==> config.mk <==
export PLATFORM = sky130hd
export DESIGN_NAME = irq_flag_enable
export DESIGN_NICKNAME = d
export VERILOG_FILES = /design/src/rtl/irq_regs_pkg.sv /design/src/rtl/irq_addr_dec.sv /design/src/rtl/irq_req_reg.sv /design/src/rtl/irq_en_reg.sv /design/src/rtl/irq_flag_enable.sv
export SDC_FILE = /design/constraint.sdc
export NUM_CORES = 1
export LEC_CHECK = 0
export ABC_AREA = 1
export BUFFER_PORTS_ARGS = -buffer_cell sky130_fd_sc_hd__buf_4
export CELL_PAD_IN_SITES_DETAIL_PLACEMENT = 0
export CELL_PAD_IN_SITES_GLOBAL_PLACEMENT = 2
export CORE_ASPECT_RATIO = 0.9
export CORE_UTILIZATION = 19
export DETAILED_ROUTE_END_ITERATION = 12
export PLACE_DENSITY_LB_ADDON = 0.1
export RECOVER_POWER = 25
export SYNTH_ARGS = -nofsm -noshare
export SYNTH_HDL_FRONTEND = slang
export SYNTH_SLANG_ARGS = --single-unit
export TNS_END_PERCENT = 1
==> constraint.sdc <==
create_clock -name clk -period 1.1 [get_ports clk]
set_clock_uncertainty 0.1 [all_clocks]
set_input_delay 0 -clock clk [delete_from_list [all_inputs] [get_ports clk]]
set_output_delay 0 -clock clk [all_outputs]
set_load 0.02 [all_outputs]
==> src/rtl/irq_regs_pkg.sv <==
// Package: shared widths, addresses and source bit positions for the
// interrupt request/enable register pair.
// Assumes a byte-wide data path and a 16-bit address space.
package irq_regs_pkg;
    localparam int DATA_W   = 8;
    localparam int ADDR_W   = 16;
    localparam int NUM_SRC  = 5;

    localparam logic [ADDR_W-1:0] REQ_ADDR = 16'hFF0F;
    localparam logic [ADDR_W-1:0] EN_ADDR  = 16'hFFFF;

    // Fixed bit position of each hardware source in the request register.
    localparam int BIT_FRAME  = 0;
    localparam int BIT_STAT   = 1;
    localparam int BIT_TIMER  = 2;
    localparam int BIT_SERIAL = 3;
    localparam int BIT_JOYPAD = 4;

    typedef logic [NUM_SRC-1:0] src_vec_t;
endpackage

==> src/rtl/irq_addr_dec.sv <==
// Address decoder: raises one select per register when the CPU address
// matches that register. Assumes the address is stable for the whole cycle.
module irq_addr_dec #(
    parameter int                ADDR_W   = 16,
    parameter logic [ADDR_W-1:0] REQ_ADDR = 16'hFF0F,
    parameter logic [ADDR_W-1:0] EN_ADDR  = 16'hFFFF
) (
    input  logic [ADDR_W-1:0] addr,
    output logic              sel_req,
    output logic              sel_en
);
    // Purpose: exact-match compare against each register address.
    always_comb begin
        sel_req = (addr == REQ_ADDR);
        sel_en  = (addr == EN_ADDR);
    end
endmodule

==> src/rtl/irq_req_reg.sv <==
// Request register: stores one bit per interrupt source. A CPU write loads
// the low NUM_SRC data bits. A hardware set pulse forces its bit to one
// and wins over a write in the same cycle. Assumes single-cycle pulses.
module irq_req_reg #(
    parameter int NUM_SRC = 5
) (
    input  logic               clk,
    input  logic               rst_n,
    input  logic               wr_en,
    input  logic [NUM_SRC-1:0] wdata,
    input  logic [NUM_SRC-1:0] set_vec,
    output logic [NUM_SRC-1:0] q
);
    logic [NUM_SRC-1:0] base;

    // Purpose: choose the write value or the held value before the sets.
    always_comb begin
        base = wr_en ? wdata : q;
    end

    // Purpose: store the base value with the hardware sets ORed over it.
    always_ff @(posedge clk) begin
        if (!rst_n) q <= '0;
        else        q <= base | set_vec;
    end

    // every bit pulsed in a cycle is set in the next one.
    a_r6_set_wins: assert property (@(posedge clk) disable iff (!rst_n)
        (|set_vec) |=> ((q & $past(set_vec)) == $past(set_vec)));

    // a write with no set pulse loads exactly the written bits.
    a_r3_write_loads: assert property (@(posedge clk) disable iff (!rst_n)
        (wr_en && set_vec == '0) |=> (q == $past(wdata)));

    // with no write and no pulse the register holds.
    a_r8_req_holds: assert property (@(posedge clk) disable iff (!rst_n)
        (!wr_en && set_vec == '0) |=> $stable(q));
endmodule

==> src/rtl/irq_en_reg.sv <==
// Enable register: plain DATA_W-bit register loaded by a CPU write.
// Assumes wr_en is already qualified by the address decode.
module irq_en_reg #(
    parameter int DATA_W = 8
) (
    input  logic              clk,
    input  logic              rst_n,
    input  logic              wr_en,
    input  logic [DATA_W-1:0] wdata,
    output logic [DATA_W-1:0] q
);
    // Purpose: load all bits on a write, clear on reset.
    always_ff @(posedge clk) begin
        if (!rst_n)     q <= '0;
        else if (wr_en) q <= wdata;
    end

    // a write is stored in full.
    a_r4_full_width: assert property (@(posedge clk) disable iff (!rst_n)
        wr_en |=> (q == $past(wdata)));

    // no write, no change.
    a_r8_en_holds: assert property (@(posedge clk) disable iff (!rst_n)
        !wr_en |=> $stable(q));
endmodule

==> src/rtl/irq_flag_enable.sv <==
// Top: interrupt request and enable registers with CPU byte access and a
// combined pending vector. Assumes source pulses are one cycle wide and
// synchronous to clk. Reads are combinational from address to data.
module irq_flag_enable
    import irq_regs_pkg::*;
(
    input  logic              clk,
    input  logic              rst_n,
    input  logic [ADDR_W-1:0] bus_addr,
    input  logic              bus_wr,
    input  logic [DATA_W-1:0] bus_wdata,
    output logic [DATA_W-1:0] bus_rdata,
    output logic              bus_hit,
    input  logic              src_frame,
    input  logic              src_stat,
    input  logic              src_timer,
    input  logic              src_serial,
    input  logic              src_joypad,
    output logic [NUM_SRC-1:0] pending
);
    localparam int PAD_W = DATA_W - NUM_SRC;

    logic               sel_req;
    logic               sel_en;
    src_vec_t           set_vec;
    src_vec_t           req_q;
    logic [DATA_W-1:0]  en_q;
    logic [DATA_W-1:0]  req_view;

    irq_addr_dec #(
        .ADDR_W   (ADDR_W),
        .REQ_ADDR (REQ_ADDR),
        .EN_ADDR  (EN_ADDR)
    ) u_dec (
        .addr    (bus_addr),
        .sel_req (sel_req),
        .sel_en  (sel_en)
    );

    // Purpose: place each source pulse at its fixed bit position.
    always_comb begin
        set_vec             = '0;
        set_vec[BIT_FRAME]  = src_frame;
        set_vec[BIT_STAT]   = src_stat;
        set_vec[BIT_TIMER]  = src_timer;
        set_vec[BIT_SERIAL] = src_serial;
        set_vec[BIT_JOYPAD] = src_joypad;
    end

    irq_req_reg #(
        .NUM_SRC (NUM_SRC)
    ) u_req (
        .clk     (clk),
        .rst_n   (rst_n),
        .wr_en   (bus_wr && sel_req),
        .wdata   (bus_wdata[NUM_SRC-1:0]),
        .set_vec (set_vec),
        .q       (req_q)
    );

    irq_en_reg #(
        .DATA_W (DATA_W)
    ) u_en (
        .clk   (clk),
        .rst_n (rst_n),
        .wr_en (bus_wr && sel_en),
        .wdata (bus_wdata),
        .q     (en_q)
    );

    // Purpose: pad the request register's unused upper bits with ones.
    generate
        if (PAD_W > 0) begin : g_pad
            always_comb req_view = {{PAD_W{1'b1}}, req_q};
        end else begin : g_nopad
            always_comb req_view = req_q[DATA_W-1:0];
        end
    endgenerate

    // Purpose: read mux and hit flag; unmapped addresses read all ones.
    always_comb begin
        bus_hit = sel_req || sel_en;
        if (sel_req)     bus_rdata = req_view;
        else if (sel_en) bus_rdata = en_q;
        else             bus_rdata = '1;
    end

    // Purpose: per-source pending mask.
    always_comb begin
        pending = req_q & en_q[NUM_SRC-1:0];
    end

    // pending never shows a source whose enable bit is clear.
    always_comb begin
        if (rst_n === 1'b1) begin
            a_r7_masked: assert ((pending & ~en_q[NUM_SRC-1:0]) == '0);
        end
    end

    // a request-register read always carries ones in the padding bits.
    a_r2_pad_ones: assert property (@(posedge clk) disable iff (!rst_n)
        sel_req |-> (bus_rdata[DATA_W-1:NUM_SRC] == '1));

    // an unmapped address never reports a hit.
    a_r8_no_hit: assert property (@(posedge clk) disable iff (!rst_n)
        (!sel_req && !sel_en) |-> (!bus_hit && bus_rdata == '1));
endmodule

==> results.sh, run 1 <==
export IMPL_critical_path_class="register to output port"
export IMPL_r2r_slack_ps=320
export IMPL_yosys_area_share_simple=0.4595
export IMPL_worstSkewPairLatency_ps=240
export IMPL_yosys_area_share_adder=0
export IMPL_wl_per_cell_um=10.25
export IMPL_synthMuxAreaShare=0
export IMPL_cts_tree="done"
export IMPL_ant_nets=0
export IMPL_synth_area_leaders="dfxtp_1 (31%), nand2_1 (15%), inv_1 (9.7%), nor2_1 (9.3%), nand3b_1 (7.1%)"
export IMPL_synth_xor_area_share=0
export IMPL_drc=0
export IMPL_synth_fp_nets=168
export IMPL_synth_seq_cells=13
export IMPL_clock_sinks=13
export IMPL_timing_critical_path_buf_inv=1
export IMPL_hold_path_depth=3
export IMPL_setup_slack_ps=-22.16
export IMPL_finalCritPeriodShare=1.020
export IMPL_nets=236
export IMPL_startpoint="u_req.q[4]$_SDFF_PN0_"
export IMPL_syn_inst=136
export IMPL_syn_area_sq_um=849.6
export IMPL_drive_gt1_frac=0.3645
export IMPL_antenna_found_initial=0
export IMPL_cp_arrival_ps=1020
export IMPL_min_path_type="input pin to register"
export IMPL_r2r_start="u_req.q[0]$_SDFF_PN0_"
export IMPL_violations="setup timing"
export IMPL_slowest_stage="dfxtp_1"
export IMPL_area_growth_synth_to_final_pct=81.30
export IMPL_path_delay_family="flip-flops"
export IMPL_synth_top_family_by_area="simple AND/OR/NAND/NOR gates"
export IMPL_slew_headroom=0.8476
export IMPL_hold_start="bus_wr"
export IMPL_final_util=0.3681
export IMPL_die_h_um=65.44
export IMPL_synth_commonest_cells="nand2_1 (33), inv_1 (22), nor2_1 (21), dfxtp_1 (13)"
export IMPL_p_leak_nw=0.8067
export IMPL_synth_most_common_cell="nand2_1"
export IMPL_firstDrtPassIters=4
export IMPL_rows=22
export IMPL_clk_path_buf_depth=2
export IMPL_yosys_area_top_type="dfxtp_1"
export IMPL_grt_usage=0.1206
export IMPL_grt_first_pass_wirelength_mm=4.340
export IMPL_syn_avg_cell_area_sq_um=6.247
export IMPL_vias=1054
export IMPL_status="complete, but fails checks"
export IMPL_via_per_inst=4.008
export IMPL_grt_max_degree=14
export IMPL_synthFlopType="dfxtp_1"
export IMPL_slowest_delay_ps=390
export IMPL_synth_compound_area_frac=0.07658
export IMPL_reg2reg_to="u_req.q[0]$_SDFF_PN0_"
export IMPL_antenna_cells=0
export IMPL_synth_top_area_frac=0.3063
export IMPL_cts_reportedPaths_clkPinSlew_ps=60
export IMPL_reg2regPathDepth=4
export IMPL_dp_hpwl_mm=2.007
export IMPL_fmax_mhz=891.1
export IMPL_cellPowerDensity_nw_per_um2=743.0
export IMPL_die_w_um=72.49
export IMPL_period_needed_ps=1122
export IMPL_hold_viol=0
export IMPL_grt_pass1_vias=953
export IMPL_grt_overflow=0
export IMPL_drt_total_wl_mm=2.697
export IMPL_dieArea_sq_um=4743
export IMPL_ys_seq_area_frac=0.3063
export IMPL_crit_chain="nor2_1 -> o21ai_1 -> buf_4"
export IMPL_nFillCells=478
export IMPL_port_buffers=45
export IMPL_ir_worst_vdd_v=0.0003591
export IMPL_pin_count=46
export IMPL_pre_cts_ws_ps=-86.49
export IMPL_initial_core_util=0.2031
export IMPL_min_delay_worst_endpoint="u_en.q[0]$_SDFFE_PN0P_"
export IMPL_ctsHtreeMaxLevel=1
export IMPL_crit_path_end_kind="output port"
export IMPL_gp_congestion=0.7664
export IMPL_cp_max_fo=3
export IMPL_tightest_slew_ps=228.0
export IMPL_synth_edf_count=0
export IMPL_placeableCoreArea_sq_um=4184
export IMPL_ys_async_sr_fraction=0
export IMPL_maxCapViolations=0
export IMPL_start_kind="register"
export IMPL_rsz0062_at_grt="yes"
export IMPL_finalSetupViolCount=3
export IMPL_root_buffer="clkbuf_8"
export IMPL_crit_required_ps=1000
export IMPL_drtIter0Drc=34
export IMPL_cts_buffers_inserted=3
export IMPL_synth_cell_type_count=19
export IMPL_yosysWarnings=0
export IMPL_slew_violations=0
-- timing repair --
item                                    4_1_cts  5_1_grt
pin swaps                                     0        4
endpoints found under the setup margin        8        8
hold endpoints to repair                     13        0
hold buffers                                 14        0
buffers inserted                              1        0
gates resized for setup                       3       19
-- logic make-up (layout without fill, tap and decap cells) --
| family | after synthesis | count (layout) |
|---|---|---|
| AO/OA/AOI/OAI | 13 | 13 |
| flip-flops | 13 | 13 |
| buffers and inverters | 28 | 95 |
| AND/OR/NAND/NOR | 82 | 82 |
-- layer usage --
layer / part of all wire / track usage
met1: 0.45 / 0.1427
met2: 0.48 / 0.2021
met3: 0.062 / 0.03988
met4: 0.0056 / 0.04412
met5: 0 / 0
-- worst min-delay path, stage by stage --
cell,delay (ps)
buf_4,160
a21oi_1,80
nor2_1,80
-- where the power goes --
| part | internal (mW) | switching [mW] |
|---|---|---|
| Clock | 0.256 | 0.178 |
| Combinational | 0.134 | 0.0772 |
| Sequential | 0.485 | 0.0137 |
-- how the worst max path moves through the flow --
stage / to / slack (ps) / depth (start not counted)
floorplan: bus_rdata[2] / 8 / 7
global placement: u_req.q[0]$_SDFF_PN0_ / -90 / 10
detailed placement: u_req.q[1]$_SDFF_PN0_ / -90 / 11
CTS: bus_rdata[0] / -30 / 9
global route: bus_rdata[4] / -70 / 3
finish: bus_rdata[4] / -20 / 3
-- sequential cells by signal, summed over array words and instances (netlist names) --
signal,cells
u_en.q,8
u_req.q,5
-- area by class of cell --
class                           count  area (sq um)  area share
Sequential cell                    13         264.0      0.1714
Timing Repair Buffer               68         575.6      0.3737
Multi-Input combinational cell     95         494.2      0.3209
Tap cell                           60         75.07     0.04874
Inverter                           23         86.33     0.05605
Clock buffer                        4         45.04     0.02924
-- stage by stage --
step	total power [mW]	cells	TNS, ps	instance area, sq um	hold WS [ps]
CTS	1.152	263	-98.99	1481	16.45
global placement	0.6700	244	-1297	1285	175.6
global route	1.226	263	-385.3	1540	35.26
detailed placement	0.6724	244	-1302	1285	183.4
finish	1.144	263	-24.30	1540	11.95
floorplan	0.5678	136	0	859.6	20.77
-- layout by cell type (no fill, tap or decap) --
cell type and count:
dlygate4sd3_1 14, buf_4 46, clkbuf_8 3, a21oi_1 8, nand2_1 30, buf_6 8, nand3_1 7, clkbuf_1 1
nand3b_1 8, o21ai_1 3, nand2_4 2, dfxtp_2 3, nor2_2 2, nand4_1 6, inv_2 2, and2b_2 1
or2_1 3, nor2_4 3, nand2_2 2, dfxtp_1 10, inv_1 21, o21ai_2 2, nor2_1 18
Power figures use the tool's default switching activity.
==> inputs of run 2 (changes only) <==
- TNS_END_PERCENT: 1 -> unset
==> results.sh, run 2 (synthesis results as in run 1) <==
export IMPL_period_needed_ps=1105
export IMPL_dieArea_sq_um=4743
export IMPL_top_register="u_en.q"
export IMPL_vias=1064
export IMPL_grt_usage=0.1219
export IMPL_antenna_cells=0
export IMPL_clk_path_buf_depth=2
export IMPL_cts_reportedPaths_clkPinSlew_ps=60
export IMPL_tightest_slew_ps=228.3
export IMPL_initial_core_util=0.2031
export IMPL_drtIter0Drc=29
export IMPL_fin_cells=263
export IMPL_grt_pass1_vias=961
export IMPL_cp_arrival_ps=1000
export IMPL_cts_tree="done"
export IMPL_fmax_mhz=905.0
export IMPL_placeableCoreArea_sq_um=4184
export IMPL_firstDrtPassIters=4
export IMPL_nets=236
export IMPL_p_leak_nw=0.8159
export IMPL_slowest_delay_ps=240
export IMPL_wl_per_cell_um=10.05
export IMPL_placed_area_sq_um=1285
export IMPL_largest_reg_flops=8
export IMPL_dp_hpwl_mm=2.007
export IMPL_worstSkewPairLatency_ps=240
export IMPL_timing_critical_path_buf_inv=3
export IMPL_setup_tns_ps=-4.925
export IMPL_drt_total_wl_mm=2.644
export IMPL_grt_first_pass_wirelength_mm=4.374
export IMPL_root_buffer="clkbuf_8"
export IMPL_port_buffers=45
export IMPL_drc=0
export IMPL_slew_headroom=0.8474
export IMPL_fin_area_sq_um=1593
export IMPL_pin_count=46
export IMPL_layout_common_cells="buf_4 (39), nand2_1 (29), inv_1 (20)"
export IMPL_violations="setup timing"
export IMPL_min_path_type="input pin to register"
export IMPL_drive_gt1_frac=0.3990
export IMPL_crit_required_ps=1000
export IMPL_reg_largest_list="u_en.q: 8 flops, u_req.q: 5 flops"
export IMPL_numPlacedInstances=244
export IMPL_maxCapViolations=0
export IMPL_ant_nets=0
export IMPL_cp_common_cell="buf_6"
export IMPL_crit_chain="buf_6 -> nand4_1 -> nor2_4 -> and2b_2 -> inv_2 -> or2_1 -> buf_6"
export IMPL_slowest_stage="or2_1"
export IMPL_finalSetupViolCount=1
export IMPL_cts_buffers_inserted=3
export IMPL_slew_violations=0
export IMPL_cellPowerDensity_nw_per_um2=721.4
export IMPL_grt_max_degree=14
export IMPL_path_delay_family="simple AND/OR/NAND/NOR gates"
export IMPL_ir_worst_vdd_v=0.0003559
export IMPL_crit_path_end_kind="output port"
export IMPL_status="complete, but fails checks"
export IMPL_ctsHtreeMaxLevel=1
export IMPL_critical_path_class="input pin to output port"
export IMPL_grt_overflow=0
export IMPL_rows=22
export IMPL_rsz0062_at_grt="yes"
export IMPL_nFillCells=473
export IMPL_antenna_found_initial=0
export IMPL_finalCritPeriodShare=1.004
export IMPL_cp_max_fo=4
export IMPL_final_common_cell="buf_4"
export IMPL_via_per_inst=4.046
export IMPL_start_kind="input pin"
export IMPL_die_w_um=72.49
export IMPL_hold_viol=0
export IMPL_area_growth_synth_to_final_pct=87.48
export IMPL_clock_sinks=13
export IMPL_power_mw=1.149
export IMPL_die_h_um=65.44
export IMPL_setup_slack_ps=-4.925
export IMPL_final_util=0.3807
export IMPL_gp_congestion=0.7664
[run 2: routing by layer]
metal	track usage	share of wire	wire length, um
met5	0	0	0
met4	0.04412	0.0057	15
met3	0.03988	0.061	161
met2	0.2068	0.48	1275
met1	0.1427	0.45	1192
[run 2: through the flow]
step	hold WS, ps	setup WS (ps)
after global routing	33.46	-73.08
after floorplan	20.77	7.845
final	12.51	-4.925
after detailed placement	183.4	-86.49
after CTS	16.45	-3.652
after global placement	175.6	-92.62
[run 2: timing repair]
item / CTS / global route
gates resized for setup: 16 / 23
hold endpoints to repair: 13 / 0
setup buffers: 1 / 0
pin swaps: 4 / 3
hold buffers: 14 / 0
setup endpoints to repair: 8 / 8
[run 2: final timing paths]
path                           from                      to  slack, ps  cells past startpoint
max                    bus_addr[11]            bus_rdata[5]         -5                      7
min                          bus_wr  u_en.q[0]$_SDFFE_PN0P_         10                      3
max reg2reg   u_req.q[1]$_SDFF_PN0_   u_req.q[1]$_SDFF_PN0_        310                      4
min reg2reg  u_en.q[6]$_SDFFE_PN0P_  u_en.q[6]$_SDFFE_PN0P_        370                      2
[run 2: power breakdown]
part	switching, mW	leakage [nW]	internal (mW)	total [mW]
Combinational	0.0784	0.686	0.139	0.217
Clock	0.177	0.0228	0.256	0.432
Sequential	0.0147	0.108	0.485	0.500
[run 2: area by class of cell]
cell class,count,area [sq um],share of cell area
clock buffer,4,45.04,0.02828
inverter,23,88.84,0.05577
multi-input combinational,95,524.3,0.3291
sequential,13,264.0,0.1657
tap,60,75.07,0.04713
timing repair buffer,68,595.6,0.3739
[run 2: worst min-delay path, delay by kind of cell]
kind | cells | cell delay [ps]
compound gates | 1 | 80
buf+inv | 1 | 160
simple gates | 1 | 80
